`src/rtl/hbpwm_pkg.sv`:
```
// Package: shared types and helpers of the bridge PWM controller.
// Assumes pin index 0..3 maps to pins A..D.
package hbpwm_pkg;

    typedef enum logic [1:0] {
        OM_SINGLE = 2'b00,
        OM_FWD    = 2'b01,
        OM_HALF   = 2'b10,
        OM_REV    = 2'b11
    } out_mode_e;

    localparam int PIN_N = 4;

    // True for both full-bridge directions (low mode bit set).
    function automatic logic is_bridge(input logic [1:0] m);
        return m[0];
    endfunction

endpackage

```
`src/rtl/hbp_timebase.sv`:
```
// Period timebase: a timer with a fine sub-count, buffered period and duty
// values, the raw PWM compare, the period-start strobe and the valid flag.
// Assumes: duty width equals timer width plus fine width; the count only
// advances on cycles with tick_en high.
module hbp_timebase #(
    parameter int TMR_W  = 8,
    parameter int FINE_W = 2,
    localparam int DUTY_W = TMR_W + FINE_W
) (
    input  logic              clk,
    input  logic              rst_n,
    input  logic              tick_en,
    input  logic [TMR_W-1:0]  period_in,
    input  logic [DUTY_W-1:0] duty_in,
    output logic [TMR_W-1:0]  tmr_o,
    output logic [TMR_W-1:0]  prd_o,
    output logic              raw_o,
    output logic              wrap_o,
    output logic              start_o,
    output logic              valid_o
);

    localparam logic [FINE_W-1:0] FINE_LAST = {FINE_W{1'b1}};

    logic [TMR_W-1:0]  tmr_q, prd_q;
    logic [FINE_W-1:0] fine_q;
    logic [DUTY_W-1:0] duty_q;
    logic              start_q, valid_q, wrap;

    // Period ends on the enabled cycle that sits at the last fine step of the last timer value.
    assign wrap = tick_en && (tmr_q == prd_q) && (fine_q == FINE_LAST);

    // Advance the count, reload buffers at the boundary, flag the new period.
    always_ff @(posedge clk) begin
        if (!rst_n) begin
            tmr_q   <= '0;
            fine_q  <= '0;
            prd_q   <= '0;
            duty_q  <= '0;
            start_q <= 1'b0;
            valid_q <= 1'b0;
        end else if (wrap) begin
            tmr_q   <= '0;
            fine_q  <= '0;
            prd_q   <= period_in;
            duty_q  <= duty_in;
            start_q <= 1'b1;
            valid_q <= 1'b1;
        end else begin
            start_q <= 1'b0;
            if (tick_en) begin
                fine_q <= fine_q + FINE_W'(1);
                if (fine_q == FINE_LAST) tmr_q <= tmr_q + TMR_W'(1);
            end
        end
    end

    // Raw waveform: active while the extended count is below the duty value.
    always_comb raw_o = {tmr_q, fine_q} < duty_q;

    assign tmr_o   = tmr_q;
    assign prd_o   = prd_q;
    assign wrap_o  = wrap;
    assign start_o = start_q;
    assign valid_o = valid_q;

    // the timer never runs past the buffered period.
    a_r2_tmr_bound: assert property (@(posedge clk) disable iff (!rst_n)
        tmr_q <= prd_q);
    // buffered period and duty only change at a boundary.
    a_r2_buf_hold: assert property (@(posedge clk) disable iff (!rst_n)
        !wrap |=> ($stable(prd_q) && $stable(duty_q)));
    // the strobe lasts a single clock (a period is at least four cycles).
    a_r2_start_single: assert property (@(posedge clk) disable iff (!rst_n)
        start_q |=> !start_q);
    // once valid, it stays valid until reset.
    a_r11_valid_sticky: assert property (@(posedge clk) disable iff (!rst_n)
        valid_q |=> valid_q);

endmodule

```
`src/rtl/hbp_deadband.sv`:
```
// Dead-time generator: on every change of the raw waveform it reports a
// hold that keeps the turning-on pin inactive for the programmed number of
// enabled cycles. Assumes the raw waveform is a registered-state function.
module hbp_deadband #(
    parameter int DB_W = 7
) (
    input  logic            clk,
    input  logic            rst_n,
    input  logic            tick_en,
    input  logic            raw_i,
    input  logic [DB_W-1:0] dband_i,
    output logic            hold_o
);

    logic            raw_q;
    logic [DB_W-1:0] cnt_q;
    logic            chg;

    assign chg = (raw_i != raw_q);

    // Hold during the change cycle itself and while the remaining count is nonzero.
    always_comb hold_o = chg ? (dband_i != '0) : (cnt_q != '0);

    // Track the waveform and count the remaining dead time in enabled cycles.
    always_ff @(posedge clk) begin
        if (!rst_n) begin
            raw_q <= 1'b0;
            cnt_q <= '0;
        end else begin
            raw_q <= raw_i;
            if (chg)
                cnt_q <= (dband_i == '0) ? '0 : dband_i - DB_W'(1);
            else if (tick_en && cnt_q != '0)
                cnt_q <= cnt_q - DB_W'(1);
        end
    end

    // the remaining count only moves on enabled cycles or a new change.
    a_r6_count_pause: assert property (@(posedge clk) disable iff (!rst_n)
        (!tick_en && !chg) |=> $stable(cnt_q));

endmodule

```
`src/rtl/hbp_pinmap.sv`:
```
// Pin mapper and direction sequencer: holds the applied output mode, defers
// full-bridge reversals to the end-of-period window with blanking, and
// applies per-pair polarity. Assumes pins 0..3 are A..D.
module hbp_pinmap
    import hbpwm_pkg::*;
#(
    parameter int TMR_W = 8,
    parameter int LEAD  = 4
) (
    input  logic             clk,
    input  logic             rst_n,
    input  logic [1:0]       mode_in,
    input  logic [3:0]       pol_in,
    input  logic             raw_i,
    input  logic             hold_i,
    input  logic [TMR_W-1:0] tmr_i,
    input  logic [TMR_W-1:0] prd_i,
    input  logic             wrap_i,
    output logic [PIN_N-1:0] pin_o,
    output logic [PIN_N-1:0] drv_o
);

    localparam logic [TMR_W:0] LEAD_V = (TMR_W+1)'(LEAD);

    out_mode_e        mode_q;
    logic             blank_q;
    logic             in_win, need_seq, swap;
    logic [PIN_N-1:0] act;

    // Window of the last LEAD timer values of the period.
    assign in_win   = ({1'b0, tmr_i} + LEAD_V) > {1'b0, prd_i};
    assign need_seq = is_bridge(mode_q) && is_bridge(mode_in) && (mode_in != mode_q);
    assign swap     = need_seq && in_win;

    // Apply mode changes; bridge reversals wait for the window and blank the modulated pin.
    always_ff @(posedge clk) begin
        if (!rst_n) begin
            mode_q  <= OM_SINGLE;
            blank_q <= 1'b0;
        end else begin
            if (!need_seq || in_win) mode_q <= out_mode_e'(mode_in);
            if (wrap_i)    blank_q <= 1'b0;
            else if (swap) blank_q <= 1'b1;
        end
    end

    // Active states of the four pins for the applied mode.
    always_comb begin
        act   = '0;
        drv_o = '0;
        unique case (mode_q)
            OM_SINGLE: begin
                act[0] = raw_i;
                drv_o  = 4'b0001;
            end
            OM_HALF: begin
                act[0] = raw_i && !hold_i;
                act[1] = !raw_i && !hold_i;
                drv_o  = 4'b0011;
            end
            OM_FWD: begin
                act[0] = 1'b1;
                act[3] = raw_i && !blank_q;
                drv_o  = 4'b1111;
            end
            OM_REV: begin
                act[2] = 1'b1;
                act[1] = raw_i && !blank_q;
                drv_o  = 4'b1111;
            end
            default: ;
        endcase
    end

    // Per-pin polarity: even pins follow the A/C bit, odd pins the B/D bit.
    for (genvar gi = 0; gi < PIN_N; gi++) begin : g_pin
        localparam int POL_BIT = (gi % 2 == 0) ? 1 : 0;
        assign pin_o[gi] = drv_o[gi] & (act[gi] ^ pol_in[POL_BIT]);
    end

    // a reversal between bridge directions is only applied inside the window.
    a_r10_swap_window: assert property (@(posedge clk) disable iff (!rst_n)
        (is_bridge($past(mode_q)) && is_bridge(mode_q) && mode_q != $past(mode_q))
        |-> $past(in_win));
    // while blanked, the modulated pin of a bridge direction stays inactive.
    a_r10_blank_fwd: assert property (@(posedge clk) disable iff (!rst_n)
        (blank_q && mode_q == OM_FWD) |-> !act[3]);
    a_r10_blank_rev: assert property (@(posedge clk) disable iff (!rst_n)
        (blank_q && mode_q == OM_REV) |-> !act[1]);
    // the complementary half-bridge pins are never active together.
    a_r6_no_overlap: assert property (@(posedge clk) disable iff (!rst_n)
        (mode_q == OM_HALF) |-> !(act[0] && act[1]));
    // with dead time, pin A turns on only after the waveform was already high.
    a_r6_late_rise: assert property (@(posedge clk) disable iff (!rst_n)
        ($rose(act[0]) && mode_q == OM_HALF && $past(mode_q) == OM_HALF
         && $past(dband_nz_q)) |-> $past(raw_i));

    logic dband_nz_q;
    // Record whether the previous cycle had a dead time in force (for the check above).
    always_ff @(posedge clk) begin
        if (!rst_n) dband_nz_q <= 1'b0;
        else        dband_nz_q <= hold_i || (raw_i && !act[0] && mode_q == OM_HALF);
    end

endmodule

```
`src/rtl/hbridge_pwm_ctrl.sv`:
```
// Top of the bridge PWM controller: timebase, dead-time generator and pin
// mapper. Assumes a 10-bit duty built from the 8-bit timer and a 2-bit fine count.
module hbridge_pwm_ctrl
    import hbpwm_pkg::*;
#(
    parameter int TMR_W  = 8,
    parameter int FINE_W = 2,
    parameter int DB_W   = 7,
    parameter int LEAD   = 4,
    localparam int DUTY_W = TMR_W + FINE_W
) (
    input  logic              clk,
    input  logic              rst_n,
    input  logic              tick_en,
    input  logic [TMR_W-1:0]  period_in,
    input  logic [DUTY_W-1:0] duty_in,
    input  logic [1:0]        mode_in,
    input  logic [3:0]        pol_in,
    input  logic [DB_W-1:0]   dband_in,
    output logic [3:0]        pin_o,
    output logic [3:0]        pin_drv_o,
    output logic              prd_start_o,
    output logic              out_valid_o
);

    logic [TMR_W-1:0] tmr, prd;
    logic             raw, wrap, hold;

    hbp_timebase #(.TMR_W(TMR_W), .FINE_W(FINE_W)) u_tb (
        .clk       (clk),
        .rst_n     (rst_n),
        .tick_en   (tick_en),
        .period_in (period_in),
        .duty_in   (duty_in),
        .tmr_o     (tmr),
        .prd_o     (prd),
        .raw_o     (raw),
        .wrap_o    (wrap),
        .start_o   (prd_start_o),
        .valid_o   (out_valid_o)
    );

    hbp_deadband #(.DB_W(DB_W)) u_db (
        .clk     (clk),
        .rst_n   (rst_n),
        .tick_en (tick_en),
        .raw_i   (raw),
        .dband_i (dband_in),
        .hold_o  (hold)
    );

    hbp_pinmap #(.TMR_W(TMR_W), .LEAD(LEAD)) u_pm (
        .clk     (clk),
        .rst_n   (rst_n),
        .mode_in (mode_in),
        .pol_in  (pol_in),
        .raw_i   (raw),
        .hold_i  (hold),
        .tmr_i   (tmr),
        .prd_i   (prd),
        .wrap_i  (wrap),
        .pin_o   (pin_o),
        .drv_o   (pin_drv_o)
    );

    // the valid flag appears together with a period-start strobe.
    a_r11_valid_with_start: assert property (@(posedge clk) disable iff (!rst_n)
        $rose(out_valid_o) |-> prd_start_o);

endmodule

```
`config.mk`:
```
export PLATFORM = sky130hd
export DESIGN_NAME = hbridge_pwm_ctrl
export DESIGN_NICKNAME = d
export VERILOG_FILES = /design/src/rtl/hbpwm_pkg.sv /design/src/rtl/hbp_timebase.sv /design/src/rtl/hbp_deadband.sv /design/src/rtl/hbp_pinmap.sv /design/src/rtl/hbridge_pwm_ctrl.sv
export SDC_FILE = /design/constraint.sdc
export NUM_CORES = 1
export LEC_CHECK = 0
export BUFFER_PORTS_ARGS = -buffer_cell sky130_fd_sc_hd__clkbuf_2
export CAP_MARGIN = 0
export CORE_UTILIZATION = 55
export CTS_CLUSTER_SIZE = 30
export DETAILED_ROUTE_END_ITERATION = 10
export PLACE_DENSITY_LB_ADDON = 0.1
export SKIP_CTS_REPAIR_TIMING = 1
export SYNTH_ARGS = -nofsm -noshare
export SYNTH_HDL_FRONTEND = slang
export SYNTH_HIERARCHICAL = 1
export SYNTH_SLANG_ARGS = --single-unit
```
`constraint.sdc`:
```
create_clock -name clk -period 3.4 [get_ports clk]
set_input_delay 0.34 -clock clk [delete_from_list [all_inputs] [get_ports clk]]
set_output_delay 0.34 -clock clk [all_outputs]
set_load 0.03 [all_outputs]
```
==> flow_summary.ini <==
[status]
status = finished, violations left
violations = design-rule violations

[placed_design]
place_area_sq_um = 2863
gp_congestion = 0.7952
dp_hpwl_um = 3736
dp.cells = 402
portBuffers = 40

[worst_setup_path]
worstPathRequired_ns = 3.06
crit_slowest_cell = dfxtp_1
cp_common_cell = a21oi_1
crit_fanout = 8
cp_top_family = compound AO/OA/AOI/OAI gates
r2r_setup_slack_ns = 1.06
max_stage_delay_ns = 0.43
startpoint_type = flop
path_class = flop to output pin
path_buf_inv = 1
arrival_ns = 2.76
crit_chain = ha_1 > a21o_1 > a211oi_1 > o2bb2ai_2 > xor2_2 > nor2_1 > a21oi_1 > nor3_1 > a21oi_1 > o21ai_0 > a32o_1 > clkbuf_2
end_kind = output pin

[synthesis]
syn_avg_cell_area_sq_um = 8.304
synth.most_common_cell = nand2_1
synth_ff_type = dfxtp_1
synthDominantCellAreaShare_pct = 31.48
yosysSeqAreaShare_pct = 31.48
synth.largest_area_cell = dfxtp_1
synth_cell_types = 51
synth-seq-cells = 41
synthTopCellsByArea = dfxtp_1 (31%), ha_1 (12%), nand2_1 (6.6%)
async_flop_share_pct = 0
netlist_area_sq_um = 2608
syn-num-nets = 372
synthTopCellsByCount = nand2_1 (46), dfxtp_1 (41), inv_1 (25), ha_1 (24)
yosys_warnings = 6
synth_cells = 314
synth-edff-count = 0

[layout]
diodes = 0
layout.cells.non_filler = 411
fin_util_pct = 66.86
nets = 416
drive_gt1_share_pct = 19.78
final_area_sq_um = 2972
syn_to_final_growth_pct = 13.96

[clocking]
clk_pin_slew_ns = 0.08
cts_buffer_depth = 2
clockRootBuffer = clkbuf_8
cts.sinks = 41
insertion_delay_ns = 0.30
cts_tree = done
cts_made_buffers = 5
htreeDepth = 2

[drt]
firstDrtPassIters = 9
drt_wl_total_um = 5069
via_per_inst = 5.282
wl_per_cell_um = 12.33
postRouteAntennaNets = 0
vias = 2171
dr.first_iter.drc_count = 72
drc = 4

[sta]
tightest_slew_ns = 0.6669
period_needed_ns = 3.101
period_share_pct = 91.19
fin_worst_skew_ns = 0.008944
drv_slew = 0
hold_slack_ns = 0.2631
finalHoldViolations = 0
setup_violations = 0
fmax_ghz = 0.3225
max_slew_margin_pct = 55.54

[floorplanning]
die_h_um = 70.86
io-pin-count = 44
die-area_sq_um = 5020
coreArea_sq_um = 4444
initial_core_util_pct = 58.67
die_w_um = 70.86
rows = 24

[power]
vdd_ir_drop_max_mv = 0.2129
p_leak_nw = 1.250
p_per_area_nw_per_um2 = 441.8

[worst_hold_path]
hold_path_class = primary input to flop

[global_route]
grt_overflow_total = 0
grt_max_degree = 30
grt_pass1_wl_um = 8970
grt_pass1_vias = 2104
grt_usage_pct = 22.22
antenna_found_initial = 0

[run]
cap_violations = 0
==> power breakdown <==
part | internal [mW] | total (mW) | switching, mW
combinational | 0.215 | 0.428 | 0.214
clock | 0.145 | 0.318 | 0.173
sequential | 0.525 | 0.567 | 0.0413
==> flip-flops by register name, indices dropped and copies added, names as in the netlist, 2 cells and up <==
register / cells
u_pm/mode_q: 2
u_db/cnt_q: 7
u_tb/fine_q: 2
u_tb/duty_q: 10
u_tb/tmr_o: 8
u_tb/prd_o: 8
==> area by class of cell <==
| type | count | area (sq um) |
|---|---|---|
| well taps | 52 | 65.06 |
| multi-input cells | 236 | 1637 |
| clock inverters | 2 | 15.01 |
| inverters | 25 | 93.84 |
| fillers | 403 | 1473 |
| clock buffers | 6 | 72.57 |
| flip-flops and latches | 41 | 820.8 |
| repair buffers | 49 | 267.8 |
==> layout by cell type (no fill, tap or decap), drive strengths merged, types with 4 or more instances in the layout <==
cell / count
xnor2: 17
o21ai: 6
nand3: 11
nand2: 48
inv: 25
nor2: 17
and2: 7
o22ai: 6
dfxtp: 41
nand4: 5
clkbuf: 46
and3: 4
buf: 9
a21oi: 11
mux2i: 5
a21boi: 17
ha: 24
xor2: 13
nor3: 8
==> kinds of logic (layout without fill, tap and decap cells) <==
family                   count (synthesis)  count (layout)  share of synthesized area (%)
multiplexers                             7               7                          2.783
adder cells (fa/ha/maj)                 24              24                          11.52
AND/OR/NAND/NOR                        120             120                          23.46
flip-flops                              41              41                          31.48
buffers and inverters                   37              82                          6.477
XOR/XNOR                                30              30                          10.08
other                                    1               1                         0.1438
AO/OA/AOI/OAI                           54              54                          14.06
==> routing by layer <==
layer / wire length [um] / track usage [%]
met1: 2425 / 27.47
met5: 0 / 0
met2: 2354 / 39.00
met4: 70 / 6.889
met3: 220 / 4.416
==> worst paths after layout <==
path / from / endpoint / depth (start not counted)
min reg2reg: u_tb/duty_q[0] / u_tb/duty_q[0] / 2
min: period_in[2] / u_tb/prd_o[2] / 3
max: u_tb/tmr_o[4] / pin_o[1] / 12
max reg2reg: u_tb/tmr_o[3] / u_pm/mode_q[0] / 10
==> worst min-delay path, cell delays in order <==
cell      delay, ns
clkbuf_2       0.08
nand2_1        0.04
a21boi_1       0.05
==> metrics by stage <==
stage	power (mW)	TNS [ns]	worst slack, ns
detailed placement	0.9993	0	0.4934
global placement	0.9870	0	0.5511
finish	1.313	0	0.2995
floorplan	0.9032	0	0.3701
CTS	1.321	0	0.1443
global route	1.404	-0.005036	-0.005036
Note: power is estimated with default switching activity, not from simulation.
